===== config.mk =====
export PLATFORM = sky130hd
export DESIGN_NAME = segram_loader
export DESIGN_NICKNAME = d
export VERILOG_FILES = /design/src/rtl/segram_pkg.sv /design/src/rtl/segram_place.sv /design/src/rtl/segram_ptr.sv /design/src/rtl/segram_loader.sv
export SDC_FILE = /design/constraint.sdc
export NUM_CORES = 1
export LEC_CHECK = 0
export ABC_CLOCK_PERIOD_IN_PS = 9500
export BUFFER_PORTS_ARGS = -buffer_cell sky130_fd_sc_hd__buf_2
export CORE_ASPECT_RATIO = 0.75
export CORE_MARGIN = 2
export CORE_UTILIZATION = 35
export CTS_CLUSTER_SIZE = 20
export DETAILED_ROUTE_END_ITERATION = 10
export PLACE_DENSITY = 0.64
export SETUP_SLACK_MARGIN = 0.5
export SLEW_MARGIN = 20
export SYNTH_ARGS = -nofsm -noshare
export SYNTH_HDL_FRONTEND = slang
export SYNTH_SLANG_ARGS = --single-unit

===== constraint.sdc =====
create_clock -name clk -period 9.5 [get_ports clk]
set_clock_uncertainty 0.15 [all_clocks]
set_input_delay 0.95 -clock clk [delete_from_list [all_inputs] [get_ports clk]]
set_output_delay 0.95 -clock clk [all_outputs]
set_load 0.03 [all_outputs]

===== src/rtl/segram_pkg.sv =====
package segram_pkg;
   localparam int ROWS  = 4;
   localparam int ROW_W = $clog2(ROWS);

   typedef enum logic [ROW_W-1:0] {
      MUX_ONE   = 2'd0,
      MUX_TWO   = 2'd1,
      MUX_THREE = 2'd2,
      MUX_FOUR  = 2'd3
   } mux_mode_e;
endpackage


===== src/rtl/segram_place.sv =====
module segram_place #(
   parameter int DEPTH  = 160,
   parameter int OFFSET = 0,
   localparam int AW = $clog2(DEPTH),
   localparam int RW = segram_pkg::ROW_W,
   localparam int PW = $clog2(segram_pkg::ROWS + OFFSET + 1) + 1
) (
   input  logic [AW-1:0] base_col,
   input  logic [RW-1:0] base_row,
   input  logic [RW-1:0] mode,
   output logic [AW-1:0] col,
   output logic [RW-1:0] row
);
   logic [PW-1:0] pos;
   logic [PW-1:0] rows_n;
   logic [PW-1:0] quo;
   logic [AW:0]   sum;

   always_comb begin
      rows_n = PW'(mode) + PW'(1);
      pos    = PW'(base_row) + PW'(OFFSET);
      quo    = pos / rows_n;
      row    = RW'(pos % rows_n);
      sum    = {1'b0, base_col} + (AW+1)'(quo);
      if (sum >= (AW+1)'(DEPTH))
         col = AW'(sum - (AW+1)'(DEPTH));
      else
         col = AW'(sum);
   end
endmodule


===== src/rtl/segram_ptr.sv =====
module segram_ptr #(
   parameter int DEPTH = 160,
   localparam int AW = $clog2(DEPTH),
   localparam int RW = segram_pkg::ROW_W
) (
   input  logic          clk,
   input  logic          rst_n,
   input  logic          load,
   input  logic [AW-1:0] load_col,
   input  logic          step,
   input  logic [AW-1:0] next_col,
   input  logic [RW-1:0] next_row,
   output logic [AW-1:0] cur_col,
   output logic [RW-1:0] cur_row
);
   always_ff @(posedge clk) begin
      if (!rst_n) begin
         cur_col <= '0;
         cur_row <= '0;
      end else if (step) begin
         cur_col <= next_col;
         cur_row <= next_row;
      end else if (load) begin
         cur_col <= load_col;
         cur_row <= '0;
      end
   end
endmodule


===== src/rtl/segram_loader.sv =====
module segram_loader #(
   parameter int DEPTH  = 160,
   parameter int BYTE_W = 8,
   localparam int AW = $clog2(DEPTH),
   localparam int RW = segram_pkg::ROW_W
) (
   input  logic                 clk,
   input  logic                 rst_n,
   input  logic                 byte_valid,
   input  logic [BYTE_W-1:0]    byte_data,
   input  logic                 addr_load,
   input  logic [AW-1:0]        addr_value,
   input  logic [RW-1:0]        mode,
   output logic [BYTE_W-1:0]    wr_en,
   output logic [BYTE_W*AW-1:0] wr_col,
   output logic [BYTE_W*RW-1:0] wr_row,
   output logic [BYTE_W-1:0]    wr_bit
);
   generate
      if (BYTE_W < 1)
         $error("segram_loader: BYTE_W must be at least 1");
      if (DEPTH <= BYTE_W + segram_pkg::ROWS)
         $error("segram_loader: DEPTH too small for one byte span");
   endgenerate

   logic [AW-1:0] ptr_col;
   logic [RW-1:0] ptr_row;
   logic [AW-1:0] load_col;
   logic [AW-1:0] base_col;
   logic [RW-1:0] base_row;
   logic [AW-1:0] lane_col [BYTE_W+1];
   logic [RW-1:0] lane_row [BYTE_W+1];

   always_comb begin
      load_col = (addr_value < AW'(DEPTH)) ? addr_value : '0;
      base_col = addr_load ? load_col : ptr_col;
      if (addr_load || (ptr_row > mode))
         base_row = '0;
      else
         base_row = ptr_row;
   end

   generate
      for (genvar k = 0; k <= BYTE_W; k++) begin : g_lane
         segram_place #(.DEPTH(DEPTH), .OFFSET(k)) u_place (
            .base_col (base_col),
            .base_row (base_row),
            .mode     (mode),
            .col      (lane_col[k]),
            .row      (lane_row[k])
         );
      end
   endgenerate

   segram_ptr #(.DEPTH(DEPTH)) u_ptr (
      .clk      (clk),
      .rst_n    (rst_n),
      .load     (addr_load),
      .load_col (load_col),
      .step     (byte_valid),
      .next_col (lane_col[BYTE_W]),
      .next_row (lane_row[BYTE_W]),
      .cur_col  (ptr_col),
      .cur_row  (ptr_row)
   );

   always_ff @(posedge clk) begin
      if (!rst_n) begin
         wr_en  <= '0;
         wr_col <= '0;
         wr_row <= '0;
         wr_bit <= '0;
      end else begin
         wr_en <= {BYTE_W{byte_valid}};
         for (int k = 0; k < BYTE_W; k++) begin
            wr_col[k*AW +: AW] <= lane_col[k];
            wr_row[k*RW +: RW] <= lane_row[k];
            wr_bit[k]          <= byte_data[BYTE_W-1-k];
         end
      end
   end
endmodule


Word-level counts from Yosys, hierarchy flattened. Cells that the tools add are included.

Register bits after elaboration: 99. Latch bits: 0. Memory bits (writable): 0. Bits in read-only memories: 0. Bits of input ports: 22. Output and inout bits: 96. Word-level logic and storage cells: 80. Memories: 0.

$add $sub $neg: 28. Multiply operators: 0. Divide/modulo/power cells: 18. $lt $le $gt $ge: 11. Eq/ne operators: 0. Shifts and indexed selects: 0. Mux-type cells: 15. Bitwise gates (word level): 0. Reduce and logical (&&, ||, !) cells: 2.

Operators by type and width (number): two-way mux 8 bit (12); greater-or-equal comparator 9 x 8 -> 1 bit (second input constant) (9); subtractor 8 bit (second input constant) (9); adder 8 x 5 -> 9 bit (5); adder 8 x 4 -> 9 bit (4); divider 5 x 5 -> 5 bit (5); remainder unit 5 x 5 -> 5 bit (5); adder 2 x 3 -> 4 bit (second input constant) (4); divider 4 x 4 -> 4 bit (3); remainder unit 4 x 4 -> 4 bit (3); adder 2 x 1 -> 3 bit (second input constant) (3); < comparator 8 bit (second input constant) (1); adder 2 x 2 -> 3 bit (second input constant) (2); two-way mux 2 bit (3); adder 2 x 4 -> 5 bit (second input constant) (1); divider 2 x 4 -> 4 bit (1); remainder unit 2 x 4 -> 4 bit (1); greater-than comparator 2 bit (1); nonzero test 2 bit (1); logical OR 1 bit (1).

Longest topological paths before layout. Gate-level depths: netlist of the first run.

Depth after elaboration: 9. Gate-level depth with buffers: 41. Depth with buffers taken out: 40.

By module. Synthesis of the first run repeated with hierarchy kept, for this count alone.

Cells, all modules: 1270. Area total of the unflattened synthesis: 11111.9 um^2.

Modules (own cells, without submodules): segram_loader (instances 1, cells an instance 221, area an instance 2693.8 um^2, seq. area each 1781.7 um^2); segram_place at g_lane[6].u_place (instances 1, cells an instance 141, area an instance 1094.8 um^2, seq. area each 0.0 um^2); segram_place at g_lane[8].u_place (instances 1, cells an instance 135, area an instance 1039.7 um^2, seq. area each 0.0 um^2); segram_place at g_lane[5].u_place (instances 1, cells an instance 116, area an instance 940.9 um^2, seq. area each 0.0 um^2); segram_place at g_lane[7].u_place (instances 1, cells an instance 112, area an instance 909.6 um^2, seq. area each 0.0 um^2); segram_place at g_lane[2].u_place (instances 1, cells an instance 102, area an instance 845.8 um^2, seq. area each 0.0 um^2); segram_place at g_lane[4].u_place (instances 1, cells an instance 110, area an instance 817.0 um^2, seq. area each 0.0 um^2); segram_place at g_lane[3].u_place (instances 1, cells an instance 99, area an instance 779.5 um^2, seq. area each 0.0 um^2); segram_place at g_lane[1].u_place (instances 1, cells an instance 94, area an instance 757.0 um^2, seq. area each 0.0 um^2); segram_place at g_lane[0].u_place (instances 1, cells an instance 96, area an instance 703.2 um^2, seq. area each 0.0 um^2); segram_ptr (instances 1, cells an instance 44, area an instance 530.5 um^2, seq. area each 200.2 um^2).

Least setup slack after synthesis of the first run. Ideal clock, no wire load.

Path kind: in2reg. From: input mode[1]. To: register wr_col[54]. Setup time: 0.069 ns. Arrival time: 8.083 ns. Data required time: 9.281 ns. Slack: 1.198 ns. Stages on the path: 31. Path buffers: 0. Cell sequence: inv_1 ha_1 nor2b_1 o21ai_1 nand2_1 ha_1 o21ai_0 inv_1 fa_1 nor2b_1 o21ai_0 nand2b_1 nor3_1 mux2_2 ha_1 a21o_1 a211o_1 or4_1 o21ai_1 inv_2 ha_1 fa_1 a21o_1 a21oi_1 nand2b_1 a21oi_1 xnor2_1 inv_1 ha_1 or3_1 o21ai_1.

Word-level cells in the longest chain between the ends: 8. Elaborated cells between the ends (all ways): 10. Classes of those cells: add/sub (4); div (1); order compare (2); mux (2); reduce/logical (1).

RTL lines: from (decl) (line segram_loader.sv:13) `input logic [RW-1:0] mode,`; greater-than comparator 2 bit (line segram_loader.sv:37) `if (addr_load || (ptr_row > mode))`; logical OR 1 bit (line segram_loader.sv:37); two-way mux 2 bit (line segram_loader.sv:37); adder 2 x 3 -> 4 bit (line segram_place.sv:21) `pos = PW'(base_row) + PW'(OFFSET);`; divider 5 x 5 -> 5 bit (*) (line segram_place.sv:22) `quo = pos / rows_n;`; adder 8 x 5 -> 9 bit (*) (line segram_place.sv:24) `sum = {1'b0, base_col} + (AW+1)'(quo);`; subtractor 8 bit / greater-or-equal comparator 9 x 8 -> 1 bit (equally long branches) (line segram_place.sv:26, segram_place.sv:25); two-way mux 8 bit (*) (line segram_place.sv:25) `if (sum >= (AW+1)'(DEPTH))`; to (signal, indexed assignment) (line segram_loader.sv:76) `wr_col[k*AW +: AW] <= lane_col[k];`; to (decl) (line segram_loader.sv:15) `output logic [BYTE_W*AW-1:0] wr_col,`.

Every way passes the cells marked *; elsewhere a longest branch is shown, timed or not. A chain may end at the register's enable or synchronous reset.

Final worst setup path of the first run. Same ends and word-level chain as after synthesis.

==> run summary, run 1 <==
The remaining max-slew budget at the tightest pin was 21.6%; the clock network latency to the later pin of the worst-skew pair was 370 ps. Compared with the post-synthesis result, the final layout area differs by 15.1%. After clock tree synthesis, the clock-pin slew on the worst setup and hold paths is 80 ps.

The worst path in the final design needs a cycle of 8490 ps, including I/O delays and setup. After detailed placement, the design holds a cell count of 1412. The most used flip-flop cell after synthesis is dfxtp_1. The repair_antennas step left the layout with diodes totalling 0. The transition time at the pin with the least slew margin is 1160 ps, and the number of nets in the layout is 1265. The max-slew violation total from the final report came out at 0. The part of the Yosys area used for sequential elements came out at 23.4%.

For the final routed database, the setup TNS stands at 0 ps. Total congestion overflow: 0. The tools report the kind of end point of the critical path as a register. The first element of the critical path was mode[1]. Derived from the worst setup path, the maximum achievable clock frequency is 118 MHz.

For the max-capacitance violation count, the log shows 0. TritonCTS built the clock tree. The proportion of layout cells with a drive suffix above 1 works out to 18.1%.

For this run, asynchronously set or reset flops after synthesis account for 0%. The I/O pin count came out at 118. The worst setup slack for register-to-register paths was 1620 ps; the number of detailed-route iterations in the first pass was 5. The final layout contains routed wiring with a total length of 24500 um. Setup slack on the critical path of the routed design comes to 1010 ps. STA puts the critical path data required time at 9650 ps. Measured along the y axis, the die boundary spans 139 um. The data arrival time of the worst path is 8640 ps, and the mean routed wirelength per cell is 17.1 um. The logs give 74 for the number of different library cells in the post-synthesis netlist and 0 for the number of buffers added to fix hold violations after cts. The leakage component of the power is 4.61 nW, and the number of global-route vias before repair is 7205.

The number of antenna violations at the first check in global routing came out at 0. The top cell types in the final layout, fill and taps aside, are buf_2, ha_1, dfxtp_1. The final number of hold-violating endpoints came out at 0.

For the total routing resource utilization after global routing, the log shows 19.2%. The clock passes through at most 2 buffers. Setup repair after global routing left no endpoint under its margin. The area share of the largest cell type after synthesis is 23.4%. The run finished with clean final reports. IR analysis of the VDD net gives a maximum drop of 0.000158 V.

In this run the critical register-to-register path is launched from u_ptr.cur_row[1]. The number of buffers added by the clock tree synthesis step is 9, and the maximum net fanout on the critical path is 11. Initial core utilization: 35.5%.

The sort of element at the start of the critical path was a primary input. Average instance area after synthesis: 8.34 um^2. Kind of path behind the tightest hold check: register to register.

Count of flip-flops with a built-in enable after synthesis: 0. After the first detailed-routing iteration, the DRC count stood at 614. For this design, the slowest cell found on the critical path is or4_1.

Yosys printed 0 warnings. In the post-synthesis netlist, the biggest area contributors are dfxtp_1, ha_1, xnor2_1. The worst setup path is of the primary input to register kind. The core box area was 23800 um^2; the TritonCTS sink count was 99. Once layout is complete, the cells apart from fillers number 1430. The maximum cell stage delay along the critical path came out at 540 ps.

In this run the most critical hold path is launched from u_ptr.cur_row[1]. In this run the cell area of the synthesized design comes to 8460 um^2. The run gives 49 as the floorplan row count. Dividing the detail-routed via count by the number of cells gives 5.43.

For the placed cell area, the log shows 9350 um^2. The post-synthesis net count was 1161. After detailed routing, the number of remaining DRC violations is 0. The run gives 25500 um^2 as the area enclosed by the die boundary. The first-pass GRT wire length was 38800 um.

The count of endpoints failing setup in the final report was 0. The CTS root buffer is clkbuf_16. The logs give 9740 um^2 for the area of all placed cells without fillers and 620 ps for the hold slack. Prior to clock tree synthesis, the placed netlist has a worst setup slack of 203 ps. In the synthesized netlist, the number of instances is 1015. The die width came out at 184 um. The detail route stage leaves a number of antenna-violating nets equal to 0. The via count is 7762. The cell that appears most often on the critical path is ha_1. Final estimated routing congestion in global placement: 0.906. The power per unit of standard cell area is 176 nW/um^2. The period utilization works out to 89.4%. Leaving out fill and tap cells, the most frequent cell in the layout is buf_2.

The sum of net half-perimeters after detailed placement came out at 18900 um. The biggest area contributor in the post-synthesis netlist is dfxtp_1. The total of flip-flops plus latches after synthesis came out at 99. The count of buffers inserted at the top-level ports works out to 117. Entering global routing, the biggest net connects 80 pins.

The clock tree synthesis step divided the H-tree into 3 levels.
-- synth_stat cells, drive strengths merged, types with 6 or more instances --
| cell | number |
|---|---|
| o211a | 6 |
| or2 | 8 |
| o31a | 6 |
| inv | 40 |
| o22a | 6 |
| ha | 111 |
| xor2 | 26 |
| or4 | 8 |
| o21ai | 52 |
| a21oi | 61 |
| and3 | 7 |
| nor2 | 93 |
| o21a | 17 |
| nand3 | 24 |
| a21o | 38 |
| or3 | 11 |
| nor3 | 17 |
| buf | 17 |
| nor2b | 17 |
| xnor2 | 43 |
| and2 | 49 |
| clkbuf | 27 |
| dfxtp | 99 |
| a211oi | 14 |
| mux2i | 17 |
| o211ai | 13 |
| nand2b | 20 |
| fa | 13 |
| a31oi | 12 |
| nand2 | 71 |
| o31ai | 9 |
-- per-layer routing --
metal  share of wire, %  GRT usage [%]  vias to the layer above
met2                 41           28.1                      313
met3                6.9           3.78                       30
met4                1.5           4.34                        0
met5                  0              0                        -
met1                 51           28.9                     3601
li1                   -              -                     3818
-- cell families (layout without fill, tap and decap cells) --
logic type,count (synthesis),count (layout),synth area share [%]
buffers and inverters,85,194,4.44
flip-flops,99,99,23.4
AO/OA/AOI/OAI,277,277,22.5
adder cells (fa/ha/maj),124,124,19.5
multiplexers,22,22,2.68
AND/OR/NAND/NOR,339,339,20.3
XOR/XNOR,69,69,7.14
-- cell type report --
type	count	area (um^2)
Timing Repair Buffer	137	736
Sequential cell	99	1980
Clock inverter	6	78.8
Fill cell	2439	14100
Multi-Input combinational cell	831	6170
Inverter	41	154
Clock buffer	10	239
Tap cell	306	383
-- final timing paths --
check / depth (start not counted) / end
setup / recovery: 35 / wr_col[54]
hold / removal: 3 / u_ptr.cur_row[1]
setup reg to reg: 33 / wr_col[54]
hold reg to reg: 3 / u_ptr.cur_row[1]
-- repair_timing --
item,CTS,global route
endpoints found under the setup margin,0,7
resized for setup,0,14
setup buffers,0,2
-- stage by stage --
step                      utilization, %  power (mW)
final                               40.8        1.72
after global routing                40.8        1.83
after CTS                           40.5        1.72
after detailed placement            39.2        1.31
after global placement              39.2        1.30
after floorplan                        -        1.09
-- state kept, by name, indices dropped and copies added (netlist names) --
signal / count
u_ptr.cur_row: 2
wr_bit: 8
u_ptr.cur_col: 8
wr_en: 1
wr_row: 16
wr_col: 64
-- report_power, final --
part | switching (mW) | internal [mW]
Combinational | 0.523 | 0.303
Sequential | 0.0166 | 0.479
Clock | 0.177 | 0.217
-- worst max-delay path: cells and delay by family --
family	cells	cell delay, ps
adder cells (fa/ha/maj)	7	2080
AO/OA/AOI/OAI	11	2030
AND/OR/NAND/NOR	8	1790
buffers and inverters	5	690
multiplexers	2	640
XOR/XNOR	2	440
No activity file was read; power rests on OpenSTA's default activity.
==> inputs of run 2 (changes only) <==
--- a/config.mk
+++ b/config.mk
@@ -5,14 +5,14 @@
 export SDC_FILE = /design/constraint.sdc
 export NUM_CORES = 1
 export LEC_CHECK = 0
-export ABC_CLOCK_PERIOD_IN_PS = 9500
+export ABC_CLOCK_PERIOD_IN_PS = 7400
 export BUFFER_PORTS_ARGS = -buffer_cell sky130_fd_sc_hd__buf_2
 export CORE_ASPECT_RATIO = 0.75
 export CORE_MARGIN = 2
 export CORE_UTILIZATION = 35
 export CTS_CLUSTER_SIZE = 20
 export DETAILED_ROUTE_END_ITERATION = 10
-export PLACE_DENSITY = 0.64
+export PLACE_DENSITY = 0.66
 export SETUP_SLACK_MARGIN = 0.5
 export SLEW_MARGIN = 20
 export SYNTH_ARGS = -nofsm -noshare
==> constraint.sdc (replaced) <==
create_clock -name clk -period 7.4 [get_ports clk]
set_clock_uncertainty 0.15 [all_clocks]
set_input_delay 0.74 -clock clk [delete_from_list [all_inputs] [get_ports clk]]
set_output_delay 0.74 -clock clk [all_outputs]
set_load 0.03 [all_outputs]
==> run summary, run 2 (synthesis results as in run 1) <==
More flip-flops sit in one register than any other, and that register is wr_col. The run gives 10300 um^2 (+11%) as the placed cell area. The post-route minimum period works out to 7180 ps.

The required time of the worst setup path was 7550 ps (-2100 ps). The die span in y is 139 um (unchanged), and the cell count after placement is 1514 (+7.2%). The worst path uses 97.0% of the clock period. The worst register-to-register path begins at u_ptr.cur_row[1].

The power per unit of standard cell area is 212 nW/um^2 (+20%). The logs give 1587 (+11%) for the final non-filler cell total and 8418 (+8.5%) for the via count. The maximum vdd drop is 0.000145 V (-8.1%). The most numerous cell type found on the critical path is a21o_1. The count of endpoints failing setup in the final report is 0 (unchanged), and the number of vias per cell is 5.30 (-2.3%). The total routing resource utilization after global routing was 20.9% (+1.6 points). The number of remaining DRC errors was 0 (unchanged). The sum of negative setup slack is 0 ps (unchanged), and the flip-flop count of the largest register after layout is 64 (unchanged). The number of design-rule violations left by the first detailed-router iteration was 618 (+0.65%). The maximum count of clock buffers along a single path is 2 (unchanged), and the sum of net half-perimeters after detailed placement is 20300 um (+7.5%). The worst setup path is launched from a primary input. The most critical setup path has its endpoint at wr_col[46].

The count of buffers inserted at the top-level ports works out to 117 (unchanged). The total congestion overflow was 0 (unchanged); the first-pass GRT wire length was 42000 um (+8.3%). The critical path depth in cells came out at 36 (+2.9%). Mean routed wirelength per cell: 16.8 um (-2.3%). TritonCTS built the clock tree. The deepest level of the CTS H-tree was 3 (unchanged); the clock network latency to the later pin of the worst-skew pair was 370 ps (about the same).

The maximum net fanout on the critical path came out at 4 (-7). The tools report the pin count of the biggest net entering global routing as 80 (unchanged). For the number of antenna violations at the first check in global routing, the log shows 0 (unchanged). The buffering stage count on the worst path with inverters included was 7 (+2). The transition time at the pin with the least slew margin was 1130 ps (-36.3 ps).

The commonest non-fill, non-tap cell in the layout was buf_4. For the number of detailed-route iterations in the first pass, the log shows 5 (unchanged). Clock tree synthesis selected as its root buffer the cell clkbuf_16. The startpoint-to-endpoint class of the critical path was primary input to register. The detailed-route wire length came out at 26600 um (+8.5%). The max-capacitance violation count came out at 0 (unchanged). The first element of the critical path is mode[1].

The kind of end point of the critical path was a register. The hold slack is 427 ps (-193 ps). The die width came out at 184 um (unchanged). In this run the critical register-to-register path is captured at wr_col[46]. The run gives -332 ps (-535 ps) as the worst slack at placement.

Setup repair after global routing could not meet its margin everywhere. The max-slew violation total from the final report was 0 (unchanged). The flow ran to the end, and the final reports show no timing, DRC or antenna violations.

The largest registers in the layout are wr_col (64), wr_row (16). The number of nets with antenna violations after routing is 0 (unchanged), and the core box area is 23800 um^2 (unchanged). For the number of nets in the layout, the log shows 1421 (+12%).

For the final number of hold-violating endpoints, the log shows 0 (unchanged). The run gives 11500 um^2 (+18%) as the area of all placed cells without fillers. The final estimated routing congestion in global placement came out at 0.932 (+2.8%). The initial core utilization came out at 35.5% (unchanged).

The area enclosed by the die boundary was 25500 um^2 (unchanged); the proportion of layout cells with a drive suffix above 1 was 34.1% (+16 points). The slowest stage of the critical path belongs to the cell or4_1. Remaining max-slew budget at the tightest pin: 24.0% (+2.4 points).

Compared with the post-synthesis result, the final layout area differs by 35.8%. The maximum cell stage delay along the critical path was 420 ps (-120 ps); the TritonCTS sink count was 99 (unchanged). The tools report the number of buffers added by the clock tree synthesis step as 9 (unchanged).

In the layout the commonest cells are buf_4, buf_2, dfxtp_1. The tools report the minimum setup slack in the final design as 225 ps (-780 ps). Grouping stages by cell kind, the critical path spends the most delay in compound AO/OA/AOI/OAI gates. The floorplan row count came out at 49 (unchanged). Leakage component of the power: 5.46 nW (+18%). The data arrival time of the worst path is 7320 ps (-1320 ps). Static timing analysis puts the maximum clock frequency at 139 MHz.

The tightest min-delay check is of the primary input to register type. The post-CTS clock slew at the launch and capture registers of the worst setup and hold paths is 70 ps (about the same). The number of global-route vias before repair is 7948 (+10%). The I/O pin count came out at 118 (unchanged). For the worst setup slack for register-to-register paths, the log shows 390 ps (-1230 ps). The depth of the worst register-to-register path came out at 34 (+3.0%).
[run 2: cell types whose count changed in the layout (fill, tap and decap cells not counted), sizes merged]
cell / delta
buf: +156
bufinv: -1
clkbuf: -1
diode: +1
inv: -3
clkinvlp: +2
clkinv: +3
[run 2: power by group]
group / total [mW] / internal, mW / switching [mW]
logic: 1.33 / 0.576 / 0.750
clock network: 0.477 / 0.240 / 0.236
registers: 0.636 / 0.614 / 0.0214
[run 2: routing by layer]
metal	vias to the layer above	global-route usage [%]	part of all wire, %
met2	276	31.5	43
li1	4144	-	-
met3	18	4.25	7.4
met5	-	0	0
met4	0	3.71	0.85
met1	3980	30.8	49
[run 2: how the worst min path moves through the flow]
stage,startpoint,endpoint,slack [ps],depth (start not counted)
after global placement,u_ptr.cur_row[1],u_ptr.cur_row[1],620,3
final,byte_data[2],wr_bit[5],430,2
after global routing,byte_data[6],wr_bit[1],430,2
after detailed placement,u_ptr.cur_row[1],u_ptr.cur_row[1],630,3
after CTS,byte_data[3],wr_bit[4],420,2
after floorplan,u_ptr.cur_row[0],u_ptr.cur_row[0],530,3
[run 2: stage by stage]
stage	power, mW	utilization, %
finish	2.44	48.2
global route	2.60	48.2
CTS	2.39	46.8
detailed placement	1.84	43.3
global placement	1.82	43.3
floorplan	1.43	-
[run 2: area by class of cell]
cell class | count | area [um^2]
fillers | 2237 | 12400
clock buffers | 9 | 225
repair buffers | 293 | 1970
well taps | 306 | 383
clock inverters | 7 | 78.8
multi-input cells | 831 | 6670
flip-flops and latches | 99 | 1980
diodes | 1 | 2.50
inverters | 41 | 181
[run 2: what timing repair did]
action,4_1_cts,5_1_grt
endpoints found under the setup margin,12,14
resized for setup,47,38
buffers inserted,39,17
hold buffers,0,0
pin swaps,22,36
